[src/rtl/pic_pkg.sv]
package pic_pkg;
    localparam int N_LINES = 8;
    localparam int IDX_W   = $clog2(N_LINES);
    localparam int VEC_W   = 8;
    localparam int BASE_W  = VEC_W - IDX_W;

    typedef logic [N_LINES-1:0] line_vec_t;
    typedef logic [IDX_W-1:0]   line_idx_t;

    typedef enum logic [1:0] {
        ACK_IDLE   = 2'd0,
        ACK_FIRST  = 2'd1,
        ACK_GAP    = 2'd2,
        ACK_SECOND = 2'd3
    } ack_state_t;

    typedef struct packed {
        logic      found;
        line_idx_t idx;
    } pick_t;

    // most urgent set bit: the lowest index wins
    function automatic pick_t lowest_set(input line_vec_t v);
        pick_t p;
        p.found = 1'b0;
        p.idx   = '0;
        for (int i = N_LINES - 1; i >= 0; i--) begin
            if (v[i]) begin
                p.found = 1'b1;
                p.idx   = line_idx_t'(i);
            end
        end
        return p;
    endfunction

    function automatic line_vec_t onehot_of(input line_idx_t i);
        line_vec_t r;
        r    = '0;
        r[i] = 1'b1;
        return r;
    endfunction
endpackage

[src/rtl/pic_req_capture.sv]
module pic_req_capture
    import pic_pkg::*;
(
    input  logic      clk,
    input  logic      rst,
    input  logic      level_mode,
    input  line_vec_t irq_in,
    input  line_vec_t clr,
    output line_vec_t irr
);
    line_vec_t irq_q;
    line_vec_t irr_q;
    line_vec_t rise;

    assign rise = irq_in & ~irq_q;
    assign irr  = irr_q;

    always_ff @(posedge clk) begin
        if (rst) begin
            irq_q <= '0;
            irr_q <= '0;
        end else begin
            irq_q <= irq_in;
            if (level_mode) irr_q <= irq_in;
            else            irr_q <= (irr_q | rise) & ~clr;
        end
    end

    // in level mode the request register tracks the lines
    p_level_follow_r3: assert property (@(posedge clk) disable iff (rst)
        level_mode |=> (irr_q == $past(irq_in)));

    // a latched edge request only goes away through a clear
    p_edge_hold_r2: assert property (@(posedge clk) disable iff (rst)
        (!level_mode && clr == '0) |=> ((irr_q & $past(irr_q)) == $past(irr_q)));
endmodule

[src/rtl/pic_prio_resolve.sv]
module pic_prio_resolve
    import pic_pkg::*;
(
    input  line_vec_t cand,
    input  line_vec_t isr,
    output logic      ok,
    output line_idx_t idx
);
    pick_t req_p;
    pick_t isr_p;

    always_comb begin
        req_p = lowest_set(cand);
        isr_p = lowest_set(isr);
        idx   = req_p.idx;
        ok    = req_p.found && (!isr_p.found || (req_p.idx < isr_p.idx));
    end
endmodule

[src/rtl/pic_ack_fsm.sv]
module pic_ack_fsm
    import pic_pkg::*;
(
    input  logic              clk,
    input  logic              rst,
    input  logic              ack_in,
    input  logic              win_ok,
    input  line_idx_t         win_idx,
    input  logic [BASE_W-1:0] base,
    output logic              sample,
    output logic              busy,
    output logic [VEC_W-1:0]  vec,
    output logic              vec_valid
);
    ack_state_t       state_q;
    ack_state_t       state_d;
    logic [VEC_W-1:0] vec_q;

    always_comb begin
        state_d = state_q;
        sample  = 1'b0;
        unique case (state_q)
            ACK_IDLE:   if (ack_in) state_d = ACK_FIRST;
            ACK_FIRST:  if (!ack_in) begin
                            state_d = ACK_GAP;
                            sample  = 1'b1;
                        end
            ACK_GAP:    if (ack_in) state_d = ACK_SECOND;
            ACK_SECOND: if (!ack_in) state_d = ACK_IDLE;
            default:    state_d = ACK_IDLE;
        endcase
    end

    always_ff @(posedge clk) begin
        if (rst) begin
            state_q <= ACK_IDLE;
            vec_q   <= '0;
        end else begin
            state_q <= state_d;
            if (sample) vec_q <= win_ok ? {base, win_idx} : {base, {IDX_W{1'b1}}};
        end
    end

    assign busy      = (state_q != ACK_IDLE);
    assign vec       = vec_q;
    assign vec_valid = (state_q == ACK_SECOND);

    // the vector cannot change while it is presented
    p_vec_hold_r7: assert property (@(posedge clk) disable iff (rst)
        (state_q == ACK_SECOND) |-> $stable(vec_q));
endmodule

[src/rtl/prio_intc.sv]
module prio_intc
    import pic_pkg::*;
(
    input  logic                clk,
    input  logic                rst,
    input  logic [N_LINES-1:0]  irq_in,
    output logic                int_out,
    input  logic                ack_in,
    output logic [VEC_W-1:0]    vec_out,
    output logic                vec_valid,
    input  logic                reg_wr,
    input  logic [1:0]          reg_addr,
    input  logic [7:0]          reg_wdata,
    output logic [7:0]          reg_rdata
);
    localparam logic [1:0] A_MASK = 2'd0;
    localparam logic [1:0] A_MODE = 2'd1;
    localparam logic [1:0] A_BASE = 2'd2;
    localparam logic [1:0] A_EOI  = 2'd3;

    line_vec_t         mask_q;
    logic              level_q;
    logic [BASE_W-1:0] base_q;
    line_vec_t         isr_q;

    line_vec_t irr;
    line_vec_t clr;
    logic      sample;
    logic      busy;
    logic      int_ok;
    line_idx_t int_idx;
    logic      smp_ok;
    line_idx_t smp_idx;
    logic      eoi_wr;
    line_vec_t eoi_clr;
    pick_t     isr_top;

    pic_req_capture u_cap (
        .clk        (clk),
        .rst        (rst),
        .level_mode (level_q),
        .irq_in     (irq_in),
        .clr        (clr),
        .irr        (irr)
    );

    // the request to forward, from latched requests
    pic_prio_resolve u_int_res (
        .cand (irr & ~mask_q),
        .isr  (isr_q),
        .ok   (int_ok),
        .idx  (int_idx)
    );

    // the request that is still valid when the first pulse falls
    pic_prio_resolve u_smp_res (
        .cand (irr & irq_in & ~mask_q),
        .isr  (isr_q),
        .ok   (smp_ok),
        .idx  (smp_idx)
    );

    pic_ack_fsm u_ack (
        .clk       (clk),
        .rst       (rst),
        .ack_in    (ack_in),
        .win_ok    (smp_ok),
        .win_idx   (smp_idx),
        .base      (base_q),
        .sample    (sample),
        .busy      (busy),
        .vec       (vec_out),
        .vec_valid (vec_valid)
    );

    assign int_out = int_ok && !busy;

    always_comb begin
        clr = '0;
        if (sample) begin
            clr = irr & ~irq_in;
            if (smp_ok) clr = clr | onehot_of(smp_idx);
        end
    end

    assign eoi_wr  = reg_wr && (reg_addr == A_EOI);
    assign isr_top = lowest_set(isr_q);

    always_comb begin
        eoi_clr = '0;
        if (eoi_wr) begin
            if (reg_wdata[3])       eoi_clr = onehot_of(reg_wdata[IDX_W-1:0]);
            else if (isr_top.found) eoi_clr = onehot_of(isr_top.idx);
        end
    end

    always_ff @(posedge clk) begin
        if (rst) begin
            mask_q  <= '0;
            level_q <= 1'b0;
            base_q  <= '0;
            isr_q   <= '0;
        end else begin
            if (reg_wr && reg_addr == A_MASK) mask_q  <= reg_wdata;
            if (reg_wr && reg_addr == A_MODE) level_q <= reg_wdata[0];
            if (reg_wr && reg_addr == A_BASE) base_q  <= reg_wdata[7:IDX_W];
            isr_q <= (isr_q & ~eoi_clr) | ((sample && smp_ok) ? onehot_of(smp_idx) : '0);
        end
    end

    always_comb begin
        unique case (reg_addr)
            A_MASK:  reg_rdata = mask_q;
            A_MODE:  reg_rdata = {7'd0, level_q};
            A_BASE:  reg_rdata = {base_q, {IDX_W{1'b0}}};
            default: reg_rdata = isr_q;
        endcase
    end

    // a forwarded request is latched and unmasked
    p_int_unmasked_r6: assert property (@(posedge clk) disable iff (rst)
        int_out |-> (!mask_q[int_idx] && irr[int_idx]));

    // a valid sample adds exactly one in-service bit
    p_isr_grow_r7: assert property (@(posedge clk) disable iff (rst)
        (sample && smp_ok && !eoi_wr) |=> ($countones(isr_q) == $countones($past(isr_q)) + 1));

    // a spurious sample leaves the in-service register alone
    p_spur_keep_r8: assert property (@(posedge clk) disable iff (rst)
        (sample && !smp_ok && !eoi_wr) |=> $stable(isr_q));

    // a non-specific end of service removes one bit
    p_eoi_drop_r9: assert property (@(posedge clk) disable iff (rst)
        (eoi_wr && !reg_wdata[3] && !sample && (isr_q != '0))
        |=> ($countones(isr_q) == $countones($past(isr_q)) - 1));
endmodule

[config.mk]
export PLATFORM = sky130hd
export DESIGN_NAME = prio_intc
export DESIGN_NICKNAME = d
export VERILOG_FILES = /design/src/rtl/pic_pkg.sv /design/src/rtl/pic_req_capture.sv /design/src/rtl/pic_prio_resolve.sv /design/src/rtl/pic_ack_fsm.sv /design/src/rtl/prio_intc.sv
export SDC_FILE = /design/constraint.sdc
export NUM_CORES = 1
export LEC_CHECK = 0
export BUFFER_PORTS_ARGS = -buffer_cell sky130_fd_sc_hd__buf_2
export CORE_ASPECT_RATIO = 1.25
export CORE_UTILIZATION = 57
export DETAILED_ROUTE_END_ITERATION = 16
export GPL_TIMING_DRIVEN = 0
export PLACE_DENSITY = 0.82
export SLEW_MARGIN = 10
export SYNTH_ARGS = -nofsm -noshare
export SYNTH_HDL_FRONTEND = slang
export SYNTH_SLANG_ARGS = --single-unit
export TNS_END_PERCENT = 20
[constraint.sdc]
create_clock -name clk -period 3.6 [get_ports clk]
set_clock_uncertainty 0.2 [all_clocks]
set_input_delay 0.9 -clock clk [delete_from_list [all_inputs] [get_ports clk]]
set_output_delay 0.9 -clock clk [all_outputs]
set_load 0.01 [all_outputs]
# Yosys cells after proc, flatten, opt, wreduce, memory -nomap -nowiden
# Cells that the tools add are included.
totals:
  ff_bits: 48
  latchBits: 0
  ram_bits: 0
  romBits: 0
  in_bits: 22
  n_memories: 0
op_classes:
  add_sub_neg: 0
  mul: 0
  div_mod_pow: 0
  order_cmp: 8
  n_eq_ne: 10
  n_shift: 0
  n_mux: 46
  bitwise: 15
  reduce_logical: 19
op_table:
  columns: ["op", "count"]
  rows:
  - ["$mux W4", 24]
  - ["$and A8 B8 Y8", 7]
  - ["$mux W8", 7]
  - ["$not A8 Y8", 5]
  - ["$or A8 B8 Y8", 3]
  - ["$pmux W8 S3", 1]
  - ["$lt A3 B4 Y1 const B", 3]
  - ["$logic_and A1 B1 Y1", 11]
  - ["$demux W1 S3", 3]
  - ["$ge A3 B1 Y1 const B", 3]
  - ["$eq A2 B2 Y1 const B", 4]
  - ["$mux W2", 4]
  - ["$ne A2 B2 Y1 const B", 4]
  - ["$pmux W2 S4", 1]
  - ["$lt A3 B3 Y1", 2]
  - ["$mux W1", 5]
  - ["$eq A2 B1 Y1 const B", 2]
  - ["$logic_not A2 Y1", 2]
  - ["$reduce_and A4 Y1", 1]
  - ["$mux W3", 1]
  - ["$logic_not A1 Y1", 2]
  - ["$logic_or A1 B1 Y1", 2]
  - ["$reduce_bool A2 Y1", 1]

# Longest topological paths before layout
depth:
  word_depth: 20
  depth_mapped: 10
  depth_no_buf: 10

# By module
# From an unflattened synthesis, not the netlist that was laid out.
unflattened:
  cells_unflattened: 339
  area_unflattened_um2: 2946.6
by_module_without_submodules:
  columns: ["module", "instances", "cells_each", "area_per_inst_um2", "seq_area_each_um2"]
  rows:
  - ["prio_intc", 1, 172, 1362.6, 440.4]
  - ["pic_req_capture", 1, 50, 605.6, 320.3]
  - ["pic_ack_fsm", 1, 55, 548.0, 200.2]
  - ["pic_prio_resolve", 2, 31, 215.2, 0.0]

# Least setup slack after synthesis
# Ideal clock, no wire load.
synth_timing:
  kind: "input port to flip-flop"
  from: "in irq_in[3]"
  to: "reg u_cap.irr_q[1] (netlist: u_cap.irr[1])"
  setup_ps: 125
  arrival_ps: 2559
  t_required_ps: 3275
  slack_ps: 715
  path_stages: 9
  path_buffers: 0
  cell_sequence: "and3b_1 > a21oi_1 > nand2_1 > nor2_1 > ha_1 > a21o_2 > o22ai_4 > nand2_2 > o41a_1"
synth_via:
  elab_chain_len: 16
  word_cells_on_any_way: 20
  classes_between: "order compare: 3; mux: 9; bitwise: 5; reduce/logical: 3"
synth_lines:
  columns: ["item", "line", "text"]
  rows:
  - ["from (decl)", "prio_intc.sv:6", "input logic [N_LINES-1:0] irq_in,"]
  - ["$and A8 B8 Y8 * (2 in a row)", "prio_intc.sv:57", ".cand (irr & irq_in & ~mask_q),"]
  - ["$mux W4 * (4 in a row)", "pic_pkg.sv:28", "if (v[i]) begin"]
  - ["$lt A3 B4 Y1 (not written as such) / $ge A3 B1 Y1 (equally long branches)", "pic_pkg.sv:39", "r[i] = 1'b1;"]
  - ["$logic_and A1 B1 Y1 (not written as such)", "pic_pkg.sv:39", null]
  - ["$mux W1 (not written as such)", "pic_pkg.sv:39", null]
  - ["$demux W1 S3", "pic_pkg.sv:39", null]
  - ["$or A8 B8 Y8", "prio_intc.sv:82", "if (smp_ok) clr = clr | onehot_of(smp_idx);"]
  - ["$mux W8 *", "prio_intc.sv:82", null]
  - ["$mux W8 *", "prio_intc.sv:80", "if (sample) begin"]
  - ["$not A8 Y8 *", "pic_req_capture.sv:25", "else irr_q <= (irr_q | rise) & ~clr;"]
  - ["$and A8 B8 Y8 *", "pic_req_capture.sv:25", null]
  - ["$mux W8 *", "pic_req_capture.sv:24", "if (level_mode) irr_q <= irq_in;"]
  - ["to (signal assigned)", "pic_req_capture.sv:24", null]
  - ["to (signal assigned)", "pic_req_capture.sv:25", null]
  - ["to (decl)", "pic_req_capture.sv:12", "line_vec_t irr_q;"]
# Every way passes the cells marked *; elsewhere a longest branch is shown, timed or not.
# A chain may end at the register's enable or synchronous reset.

# Worst setup path after layout
layout_timing:
  from: "reg isr_q[4]"
  to: "out int_out"
layout_via:
  elab_chain_len: 9
  word_cells_on_any_way: 10
  classes_between: "order compare: 1; mux: 5; reduce/logical: 4"
layout_lines:
  columns: ["item", "line", "text"]
  rows:
  - ["from (decl)", "prio_intc.sv:24", "line_vec_t isr_q;"]
  - ["from (signal assigned)", "prio_intc.sv:107", "isr_q <= (isr_q & ~eoi_clr) | ((sample && smp_ok) ? onehot_of(smp_idx) : '0);"]
  - ["$mux W4 * (5 in a row)", "pic_pkg.sv:28", null]
  - ["$lt A3 B3 Y1 / $logic_not A1 Y1 (equally long branches)", "pic_prio_resolve.sv:16", "ok = req_p.found && (!isr_p.found || (req_p.idx < isr_p.idx));"]
  - ["$logic_or A1 B1 Y1 *", "pic_prio_resolve.sv:16", null]
  - ["$logic_and A1 B1 Y1 *", "pic_prio_resolve.sv:16", null]
  - ["$logic_and A1 B1 Y1 *", "prio_intc.sv:76", "assign int_out = int_ok && !busy;"]
  - ["to (decl)", "prio_intc.sv:7", "output logic int_out,"]
# Marks and branches as above.

==> reports/metrics.json <==
{
  "detailed_routing": {
    "post-route-drc-count": 0,
    "drt-wirelength-per-cell_um": 16.6,
    "final_antenna_net_count": 0,
    "route.final.wire_length_um": 7280,
    "drt_first_iter_violations": 195,
    "ratio_of_routed_vias_to_standard_cells": 6.14,
    "vias": 2690,
    "drt-pass1-iter-count": 5
  },
  "floorplanning": {
    "fp.dieW_um": 64.0,
    "floorplan.initialDensity_pct": 61.0,
    "die-area_sq_um": 5090,
    "placementRows": 27,
    "io_pins": 40,
    "dieHeight_um": 79.5,
    "core-area_sq_um": 4490
  },
  "grt": {
    "groute.usage.overall_pct": 29.5,
    "grt_first_pass_wirelength_um": 11600,
    "first_global_vias": 2471,
    "antenna_violations_before_repair": 0,
    "grt_overflow_total": 0,
    "grt_max_degree": 17
  },
  "sta": {
    "timing_max_transition_violations_final": 0,
    "fmax_mhz": 303,
    "final_worst_path_period_share_pct": 91.6,
    "tightest_slew_ns": 0.664,
    "finalHoldWorstSlack_ns": 0.259,
    "period_minus_slack_ns": 3.30,
    "timing.final.setup_violations": 0,
    "setup-tns-final_ns": 0,
    "timing.max_slew.rel_slack_pct": 55.8,
    "report.final.hold_viol_count": 0,
    "postLayoutSetupSlackWorst_ns": 0.302,
    "rsz0062_at_grt": "false"
  },
  "setup_path": {
    "critPathMaxFanout": 5,
    "crit_path_end_kind": "output port",
    "reg2reg_slack_ns": 0.79,
    "worstSetupStartpointType": "flip-flop",
    "critical_path.reg2reg.startpoint": "mask_q[4]$_SDFFE_PP0P_",
    "cp-startpoint": "isr_q[4]$_SDFF_PP0_",
    "cp.required_ns": 2.50,
    "rr_endpoint": "u_cap.irr[0]$_SDFF_PP0_",
    "crit_type": "reg -> out",
    "reg2reg_depth": 9,
    "arrival_ns": 2.20
  },
  "layout": {
    "antenna_cells_inserted": 0,
    "post_route_cells_drive_above_1_share_pct": 17.4,
    "layout.core_utilization_pct": 69.2,
    "num-fill-cells": 385,
    "area_delta_synth_final_pct": 13.4,
    "finish.instance_area_sq_um": 3110,
    "layout.nets": 410,
    "fin_cells": 438
  },
  "place": {
    "place_worst_setup_slack_ns": 0.286,
    "placed_cells": 430,
    "placed_cell_area_sq_um": 2990,
    "gp_congestion": 0.956,
    "dpl.hpwl_um": 5560,
    "place.port_buffers": 36
  },
  "logic_synthesis": {
    "synth_top_area_cell": "dfxtp_1",
    "postSynthAreaPerCell_sq_um": 8.16,
    "postSynthNetCount": 367,
    "synth-seq-cells": 48,
    "synth_top_area_share_pct": 35.1,
    "synthArstFlopShare_pct": 0,
    "synthesis.instances": 336,
    "top_post_synthesis_cells_by_area": "dfxtp_1, nor2_1, mux2i_1, a21oi_1, o21ai_0",
    "synthDistinctLibCells": 56,
    "synth.most_common_cell": "dfxtp_1",
    "yosys_warnings": 0,
    "synth_commonest_cells": "dfxtp_1, nor2_1, nand2_1",
    "synth-main-ff-cell": "dfxtp_1",
    "synthesis.area_sq_um": 2740,
    "synth_enable_flop_cells": 0,
    "synth-seq-area-share_pct": 35.1
  },
  "clock_tree": {
    "clkSlewWorstSetupHoldPaths_ns": 0.10,
    "postCtsHoldBufs": 0,
    "cts-htree-levels": 2,
    "insertion_delay_ns": 0.31,
    "cts.sink_count": 48,
    "tritoncts": "built",
    "cts_inserted_buffers": 5,
    "ctsLongestPathBuffers": 2,
    "clk_root_buffer_cell": "clkbuf_8",
    "ctsResizeCount": 0,
    "cts_setup_buffers": 0
  },
  "hold_path": {
    "hold-path-cell-count": 2,
    "hold_path_class": "reg -> reg",
    "origin_of_the_worst_min_delay_path": "u_ack.vec[5]$_SDFFE_PP0P_",
    "min_delay_worst_endpoint": "u_ack.vec[5]$_SDFFE_PP0P_"
  },
  "status": {
    "outcome": "finished clean"
  },
  "power": {
    "power.density_nw_per_um2": 476,
    "ir_drop_uv": 387,
    "total_power_mw": 1.48,
    "cellLeakagePower_nw": 1.26
  },
  "flow_run": {
    "timing.max_cap.violations": 0
  }
}
==> area by class of cell <==
cell class,count,area [sq um],share of cell area (%)
inverters,19,71.3,2.29
repair buffers,36,180,5.80
multi-input cells,255,1650,53.0
plain buffers,14,61.3,1.97
well taps,58,72.6,2.33
flip-flops and latches,48,961,30.9
clock inverters,3,46.3,1.49
clock buffers,5,68.8,2.21
==> cells by family after synthesis <==
family                   synth area share [%]
adder cells (fa/ha/maj)                  4.11
AND/OR/NAND/NOR                          24.3
AO/OA/AOI/OAI                            24.8
multiplexers                             6.80
buffers and inverters                    4.84
flip-flops                               35.1
==> worst max path at each step <==
| stage | end | slack [ns] | depth (start not counted) |
|---|---|---|---|
| after global routing | int_out | 0.23 | 8 |
| after detailed placement | u_cap.irr[0]$_SDFF_PP0_ | 0.29 | 10 |
| after floorplan | u_cap.irr[1]$_SDFF_PP0_ | 0.72 | 9 |
| final | int_out | 0.30 | 6 |
| after global placement | u_ack.vec[2]$_SDFFE_PP0P_ | 0.29 | 9 |
| after CTS | int_out | 0.33 | 6 |
==> worst max-delay path: stages (launching register included) <==
cell	delay, ns
dfxtp_1	0.37
or4_1	0.65
nand3_1	0.18
ha_1	0.24
o211ai_1	0.09
o2111a_1	0.22
buf_2	0.14
==> layer usage <==
layer,wire (um),share of wire (%),GRT usage (%)
met5,0,0,0
met4,172,2.4,10.5
met3,476,6.5,5.57
met2,3620,50,52.9
met1,3010,41,34.4
==> sequential cells by signal, summed over array words and instances (netlist names) <==
name           cells
isr_q              8
mask_q             8
u_ack.vec          8
u_cap.irq_q        8
u_cap.irr          8
base_q             5
u_ack.state_q      2
level_q            1
==> power by group <==
part	internal, mW	switching (mW)
registers	0.574	0.0351
logic	0.184	0.278
clock network	0.209	0.197
total	0.967	0.510
==> layout by cell type, fill, tap and decap left out, types with 2 or more instances in the layout <==
master / count
buf_1: 3
nand3b_1: 8
dfxtp_1: 48
nand3_1: 8
o22ai_1: 2
nor2_1: 42
o32ai_1: 4
a211oi_1: 4
or3_1: 2
ha_1: 9
a221oi_2: 3
or4_1: 3
or2_2: 3
and3b_1: 2
clkbuf_1: 9
nor2b_1: 16
o21ai_0: 23
a21oi_1: 23
o21ba_2: 2
mux2i_1: 13
a31oi_1: 5
and2_1: 2
nand2_1: 27
nor3_1: 7
a21o_1: 3
buf_2: 37
nand2b_1: 4
clkbuf_8: 5
o21bai_1: 2
inv_1: 19
a22o_1: 9
mux2_2: 5
Note: power is estimated with default switching activity, not from simulation.
